File: src/rtl/uart_tx_pkg.sv
package uart_tx_pkg;

    localparam int DATA_W    = 8;
    localparam int MIN_BRK   = 13;
    localparam int BRK_SEL_W = 3;
    localparam int MAX_STOP  = 2;
    localparam int DFRAME_W  = 1 + DATA_W + 1 + MAX_STOP;
    localparam int BFRAME_W  = MIN_BRK + (1 << BRK_SEL_W) - 1;
    localparam int FRAME_W   = (DFRAME_W > BFRAME_W) ? DFRAME_W : BFRAME_W;
    localparam int CNT_W     = $clog2(FRAME_W + 1);

    typedef enum logic [1:0] {
        PAR_NONE = 2'b00,
        PAR_EVEN = 2'b01,
        PAR_ODD  = 2'b10,
        PAR_ZERO = 2'b11
    } par_mode_e;

    typedef struct packed {
        logic      len8;
        par_mode_e par;
        logic      stop2;
        logic      msb_first;
    } fmt_t;

    typedef struct packed {
        logic                 is_break;
        logic [DATA_W-1:0]    data;
        logic [BRK_SEL_W-1:0] brk_sel;
    } req_t;

    typedef struct packed {
        logic [FRAME_W-1:0] bits;
        logic [CNT_W-1:0]   len;
    } frame_t;

    function automatic logic [DATA_W-1:0] bit_rev(input logic [DATA_W-1:0] d);
        logic [DATA_W-1:0] r;
        for (int i = 0; i < DATA_W; i++) begin
            r[i] = d[DATA_W-1-i];
        end
        return r;
    endfunction

    function automatic logic par_bit(input par_mode_e m, input logic [DATA_W-1:0] d);
        logic p;
        case (m)
            PAR_EVEN: p = ^d;
            PAR_ODD:  p = ~(^d);
            default:  p = 1'b0;
        endcase
        return p;
    endfunction

endpackage

File: src/rtl/uart_tx_framer.sv
module uart_tx_framer
    import uart_tx_pkg::*;
(
    input  req_t   req,
    input  fmt_t   fmt,
    output frame_t frame
);

    logic [DATA_W-1:0] masked;
    logic [DATA_W-1:0] ordered;
    int                nd;
    logic              has_par;

    always_comb begin
        nd      = fmt.len8 ? DATA_W : DATA_W - 1;
        masked  = req.data;
        if (!fmt.len8) begin
            masked[DATA_W-1] = 1'b0;
        end
        ordered = fmt.msb_first ? (bit_rev(masked) >> (DATA_W - nd)) : masked;
        has_par = (fmt.par != PAR_NONE);

        frame.bits = '1;
        frame.len  = '0;
        if (req.is_break) begin
            frame.bits = '0;
            frame.len  = CNT_W'(MIN_BRK) + CNT_W'(req.brk_sel);
        end else begin
            frame.bits[0] = 1'b0;
            for (int i = 0; i < DATA_W; i++) begin
                if (i < nd) begin
                    frame.bits[1+i] = ordered[i];
                end
            end
            for (int j = 0; j < FRAME_W; j++) begin
                if (has_par && (j == 1 + nd)) begin
                    frame.bits[j] = par_bit(fmt.par, masked);
                end
            end
            frame.len = CNT_W'(1 + nd) + CNT_W'(has_par) + (fmt.stop2 ? CNT_W'(2) : CNT_W'(1));
        end
    end

endmodule

File: src/rtl/uart_tx_hold.sv
module uart_tx_hold
    import uart_tx_pkg::*;
(
    input  logic                 clk,
    input  logic                 rst,
    input  logic                 wr_en,
    input  logic [DATA_W-1:0]    wr_data,
    input  logic                 brk_req,
    input  logic [BRK_SEL_W-1:0] brk_sel,
    input  logic                 busy,
    input  logic                 load,
    output logic                 pending,
    output req_t                 req
);

    logic accept;

    assign accept = !busy && !pending && (wr_en || brk_req);

    always_ff @(posedge clk) begin
        if (rst) begin
            pending <= 1'b0;
            req     <= '0;
        end else if (load) begin
            pending <= 1'b0;
        end else if (accept) begin
            pending      <= 1'b1;
            req.is_break <= brk_req;
            req.data     <= wr_data;
            req.brk_sel  <= brk_sel;
        end
    end

endmodule

File: src/rtl/uart_tx_shifter.sv
module uart_tx_shifter
    import uart_tx_pkg::*;
(
    input  logic   clk,
    input  logic   rst,
    input  logic   bit_tick,
    input  logic   pending,
    input  frame_t frame,
    output logic   load,
    output logic   busy,
    output logic   line_raw,
    output logic   done
);

    typedef enum logic {SH_IDLE, SH_SEND} sh_state_e;

    sh_state_e          st;
    logic [FRAME_W-1:0] shreg;
    logic [CNT_W-1:0]   left;

    assign load = bit_tick && pending && (st == SH_IDLE);
    assign busy = (st == SH_SEND);

    always_ff @(posedge clk) begin
        if (rst) begin
            st       <= SH_IDLE;
            shreg    <= '0;
            left     <= '0;
            line_raw <= 1'b1;
            done     <= 1'b0;
        end else begin
            done <= 1'b0;
            case (st)
                SH_IDLE: begin
                    if (load) begin
                        st       <= SH_SEND;
                        line_raw <= frame.bits[0];
                        shreg    <= frame.bits >> 1;
                        left     <= frame.len - CNT_W'(1);
                    end
                end
                default: begin
                    if (bit_tick) begin
                        if (left == '0) begin
                            st       <= SH_IDLE;
                            line_raw <= 1'b1;
                            done     <= 1'b1;
                        end else begin
                            line_raw <= shreg[0];
                            shreg    <= shreg >> 1;
                            left     <= left - CNT_W'(1);
                        end
                    end
                end
            endcase
        end
    end

endmodule

File: src/rtl/uart_tx_brk.sv
module uart_tx_brk
    import uart_tx_pkg::*;
(
    input  logic                 clk,
    input  logic                 rst,
    input  logic                 bit_tick,
    input  logic                 cfg_len8,
    input  logic [1:0]           cfg_par,
    input  logic                 cfg_stop2,
    input  logic                 cfg_msb_first,
    input  logic                 cfg_invert,
    input  logic                 wr_en,
    input  logic [DATA_W-1:0]    wr_data,
    input  logic                 brk_req,
    input  logic [BRK_SEL_W-1:0] brk_len,
    output logic                 tx_out,
    output logic                 busy,
    output logic                 done
);

    fmt_t   fmt;
    req_t   req;
    frame_t frame;
    logic   pending;
    logic   load;
    logic   line_raw;

    assign fmt.len8      = cfg_len8;
    assign fmt.par       = par_mode_e'(cfg_par);
    assign fmt.stop2     = cfg_stop2;
    assign fmt.msb_first = cfg_msb_first;

    uart_tx_hold u_hold (
        .clk     (clk),
        .rst     (rst),
        .wr_en   (wr_en),
        .wr_data (wr_data),
        .brk_req (brk_req),
        .brk_sel (brk_len),
        .busy    (busy),
        .load    (load),
        .pending (pending),
        .req     (req)
    );

    uart_tx_framer u_framer (
        .req   (req),
        .fmt   (fmt),
        .frame (frame)
    );

    uart_tx_shifter u_shift (
        .clk      (clk),
        .rst      (rst),
        .bit_tick (bit_tick),
        .pending  (pending),
        .frame    (frame),
        .load     (load),
        .busy     (busy),
        .line_raw (line_raw),
        .done     (done)
    );

    assign tx_out = line_raw ^ cfg_invert;

endmodule

File: config.mk
export PLATFORM = sky130hd
export DESIGN_NAME = uart_tx_brk
export DESIGN_NICKNAME = d
export VERILOG_FILES = /design/src/rtl/uart_tx_pkg.sv /design/src/rtl/uart_tx_framer.sv /design/src/rtl/uart_tx_hold.sv /design/src/rtl/uart_tx_shifter.sv /design/src/rtl/uart_tx_brk.sv
export SDC_FILE = /design/constraint.sdc
export NUM_CORES = 1
export LEC_CHECK = 0
export BUFFER_PORTS_ARGS = -buffer_cell sky130_fd_sc_hd__buf_2
export CELL_PAD_IN_SITES_DETAIL_PLACEMENT = 1
export CELL_PAD_IN_SITES_GLOBAL_PLACEMENT = 1
export CORE_MARGIN = 3
export CORE_UTILIZATION = 48
export CTS_BUF_LIST = sky130_fd_sc_hd__clkbuf_2 sky130_fd_sc_hd__clkbuf_4 sky130_fd_sc_hd__clkbuf_8
export CTS_CLUSTER_SIZE = 24
export DETAILED_ROUTE_END_ITERATION = 6
export HOLD_SLACK_MARGIN = 0.1
export PLACE_DENSITY_LB_ADDON = 0.1
export SYNTH_ARGS = -nofsm -noshare
export SYNTH_HDL_FRONTEND = slang
export SYNTH_HIERARCHICAL = 1
export SYNTH_SLANG_ARGS = --single-unit
File: constraint.sdc
create_clock -name clk -period 3.1 [get_ports clk]
set_input_delay 0.62 -clock clk [delete_from_list [all_inputs] [get_ports clk]]
set_output_delay 0.62 -clock clk [all_outputs]
set_load 0.01 [all_outputs]
; ---- Yosys cells after proc, flatten, opt, wreduce, memory -nomap -nowiden
; Cells that the tools add are included.
[op_classes]
addsub = 7
order_cmp = 8
eq_ne = 23
shift = 1
muxes = 51
bitwise_logic = 5
reduce_logical = 37
[ops]
columns = operator, n
row1 = == test 5 x 32 -> 1 bit (first input constant), 8
row2 = == test 4 x 32 -> 1 bit (first input constant), 4
row3 = == test 6 x 32 -> 1 bit (first input constant), 4
row4 = less-than comparator 4 x 32 -> 1 bit (first input constant), 4
row5 = 2-to-1 mux 20 bit, 4
row6 = == test 3 x 32 -> 1 bit (first input constant), 2
row7 = less-than comparator 3 x 32 -> 1 bit (first input constant), 2
row8 = 2-to-1 mux 1 bit, 38
row9 = adder 2 x 32 -> 32 bit (first input constant), 1
row10 = == test 2 x 32 -> 1 bit (first input constant), 1
row11 = logical NOT 32 bit, 1
row12 = less-than comparator 1 x 32 -> 1 bit (first input constant), 1
row13 = less-than comparator 2 x 32 -> 1 bit (first input constant), 1
row14 = >> shifter 8 x 32 -> 8 bit, 1
row15 = subtractor 5 x 32 -> 32 bit (first input constant), 1
row16 = 2-to-1 mux 25 bit, 1
row17 = logical AND 1 bit, 24
row18 = 2-to-1 mux 5 bit, 4
row19 = subtractor 5 x 1 -> 5 bit (second input constant), 2
row20 = 2-to-1 mux 8 bit, 1
row21 = parity 8 bit, 1
row22 = adder 4 x 3 -> 5 bit (first input constant), 1
row23 = adder 5 x 1 -> 5 bit, 1
row24 = adder 5 bit, 1
row25 = other kinds (16), 23
[word_totals]
ff_bits = 41
in_bits = 22
output_inout_bits = 3
word_cells = 141

; ---- Longest topological paths before layout
[logic_depth]
depth_word = 10
depth_mapped = 12
mapped_depth_nobuf = 11

; ---- Cells and area by module
; Netlist, hierarchy kept.
[modules_own_cells]
columns = mod, instances, cells_each, area_per_inst_um2, seq_area_each_um2
row1 = uart_tx_shifter, 1, 146, 1481.4, 540.5
row2 = uart_tx_hold, 1, 56, 589.3, 260.2
row3 = uart_tx_framer, 1, 66, 494.2, 0.0
row4 = uart_tx_brk, 1, 1, 8.8, 0.0

; ---- Least setup slack after synthesis
; No wires, ideal clock.
[synth_path]
path_kind = input to register
start = input port cfg_len8
end = register u_shift.left[4]
setup_time_ns = 0.135
t_arrival_ns = 2.806
required_time_ns = 2.965
setup_slack_ns = 0.159
cell_stages = 12
n_path_buf = 1
cell_sequence = buf_6 > inv_1 > fa_1 > inv_1 > ha_1 > mux2_2 > mux2i_1 > ha_1 > or4b_1 > o31ai_1 > or4_1 > o311ai_1
[synth_lines]
columns = item, line_no
row1 = start: declaration, uart_tx_brk.sv:7  ; input logic cfg_len8,
row2 = end signal: assignment, uart_tx_shifter.sv:39  ; left <= frame.len - CNT_W'(1);
row3 = end signal: assignment, uart_tx_shifter.sv:51  ; left <= left - CNT_W'(1);
row4 = end: declaration, uart_tx_shifter.sv:19  ; logic [CNT_W-1:0] left;

==> results.cfg <==
[route]
routedWlPerCell_um = 15.2
drc_errors = 0
drt_pass1_iterations = 4
wl_mm = 5.33
vias_per_cell = 5.50
num_vias = 1924
ant_nets = 0
drt_iter0_markers = 55

[setup_path]
rrSetupSlack_ps = 780
end_kind = register
arrival_ps = 2820
required_ps = 3250
worst-setup-path-type = in2reg
r2r_start = u_hold/req[11]$_SDFFE_PP0P_
r2r_cells = 7
crit_fanout = 2
worstSetupEndpoint = u_shift/left[4]$_SDFFE_PP0P_
startpoint = cfg_len8
r2r-end = u_shift/left[4]$_SDFFE_PP0P_
startpoint_type = input pin

[die]
die_y_um = 79.2
die_area_sq_um = 6280
die_w_um = 79.2
ios = 25
placement_rows = 26
design.core.area_sq_um = 5140
start_util = 0.501

[power]
pwr-share-comb = 0.298
seqPwrFrac = 0.440
ir_drop_mv = 0.266
power.total_mw = 1.44
p_per_area_nw_per_um2 = 520
p_int_mw = 0.976
p_switching_mw = 0.459
p_clk_frac = 0.262
swShare = 0.320
leakage_nw = 1.02

[global_route]
overflow = 0
grt_pass1_wl_mm = 9.28
first_global_vias = 1945
grt_antenna_before_repair = 0
grt_max_degree = 43
grt_usage = 0.183

[finish]
antenna_cells = 0
layout_common_cells = dfxtp_1, mux2i_1, nor2_1, nand2b_1, buf_2
multi_input_area_sq_um = 1560
layout-area-overhead-vs-synth_pct = 7.20
finish.net_count = 307
layout_commonest_cell = dfxtp_1
fin_area_sq_um = 2760
drive_above_1_share = 0.254
fillers = 607
finalNonFillerCells = 350
regArea_sq_um = 802
fin_util = 0.537

[logic_synthesis]
synth_edf_count = 0
seq_area_frac_synth = 0.311
synthCells = 269
yosysWarnings = 6
syn_nets = 296
ys_types = 51
ys_async_sr_fraction = 0
ys.flop_type = dfxtp_1
syn_avg_cell_area_sq_um = 9.57
ys_ff_latch = 40
syn_area_sq_um = 2570

[placement]
dp.cells = 343
place.gp.congestion = 0.742
port_buffers = 24
placed_cell_area_sq_um = 2660
dp_hpwl_mm = 3.76
place_ws_ps = 121

[sta]
slew_viol_final = 0
setup_viol = 0
hold_violations = 0
layout_setup_ws_ps = 435
period_needed_ps = 2670
tightest_slew_ps = 703
slew_headroom = 0.532
finalCritPeriodShare = 0.860
finalSetupTns_ps = 0
skew_ps = 3.28
timing.hold.ws_ps = 483
fmax_ghz = 0.375
rsz0062_at_grt = false

[clock_tree]
cts_tree = built
clock-sinks = 40
cts_resized = 0
htreeDepth = 2
cts_buffers = 5
insertion_delay_ps = 290
path_clk_slew_ps = 70
root_buffer = clkbuf_8
clockBufferDepth = 2
hold_buffers = 0
postCtsSetupBuffers = 0

[run]
maxCapViolations = 0

[min_path]
min_path_type = reg2reg
min_from = u_hold/req[2]$_SDFFE_PP0P_

[status]
status = finished, final reports clean
[cells in the mapped netlist (2+ instances only)]
master	n	area share
a21oi_1	13	0.025
inv_1	8	0.012
mux2_2	2	0.0087
clkbuf_1	7	0.010
nor4_1	2	0.0049
o21ai_0	3	0.0058
nor3_1	2	0.0039
nand2b_1	26	0.063
and2_4	2	0.0068
nor2_1	30	0.044
a211oi_2	19	0.092
nor4_4	2	0.017
dfxtp_1	40	0.31
buf_4	15	0.044
buf_6	3	0.013
mux2i_1	38	0.15
nand2_1	9	0.013
a211oi_1	7	0.020
ha_1	4	0.019
a21oi_2	2	0.0068
xnor2_1	5	0.017
[worst max-delay path, cell delays in order]
cell,delay (ps)
buf_2,90
inv_1,70
fa_1,380
inv_1,60
ha_1,220
mux2_2,280
mux2i_1,140
ha_1,180
or4b_1,430
o31ai_1,100
or4_1,160
o311ai_1,90
[registers in the layout, summed over array words and instances (netlist names)]
| register | count |
|---|---|
| u_shift/line_raw | 1 |
| u_shift/done | 1 |
| u_shift/busy | 1 |
| u_hold/req | 12 |
| u_hold/pending | 1 |
| u_shift/left | 5 |
| u_shift/shreg | 19 |
[cell families (layout without fill, tap and decap cells)]
kind of cell	count (synthesis)	count (layout)	share of synthesized area
xor+xnor	8	8	0.0355
other cells	1	1	0.00146
simple gates	84	84	0.186
mux	41	41	0.162
fa+ha+maj	5	5	0.0272
buf+inv	35	46	0.0836
compound gates	55	55	0.193
flops	40	40	0.311
[layout make-up]
class                           count  share of cell area
Timing Repair Buffer               31              0.0671
Sequential cell                    40               0.291
Multi-Input combinational cell    194               0.565
Inverter                            8              0.0109
Clock buffer                        7              0.0349
Tap cell                           70              0.0317
[worst min-delay path by stage]
stage                                     endpoint  slack, ps  depth (start not counted)
finish                  u_hold/req[2]$_SDFFE_PP0P_        480                          2
global route        u_shift/shreg[18]$_SDFFE_PP0P_        530                          2
CTS                     u_hold/req[2]$_SDFFE_PP0P_        490                          2
detailed placement      u_hold/req[2]$_SDFFE_PP0P_        470                          2
global placement    u_shift/shreg[18]$_SDFFE_PP0P_        460                          2
floorplan           u_shift/shreg[18]$_SDFFE_PP0P_        450                          2
[power groups by stage]
| stage | Clock, mW | Combinational (mW) | Sequential (mW) |
|---|---|---|---|
| 2_1_floorplan | 0 | 0.377 | 0.619 |
| 3_3_place_gp | 0 | 0.419 | 0.641 |
| 3_5_place_dp | 0 | 0.428 | 0.644 |
| 4_1_cts | 0.390 | 0.432 | 0.633 |
| 5_1_grt | 0.409 | 0.474 | 0.643 |
| 6_report | 0.376 | 0.427 | 0.632 |
[routing by layer]
metal,global-route usage,wire [um],up-vias
li1,-,-,965
met1,0.249,2690,923
met2,0.295,2440,29
met3,0.0306,137,7
met4,0.0619,67,0
met5,0,0,-
Note: power is estimated with default switching activity, not from simulation.
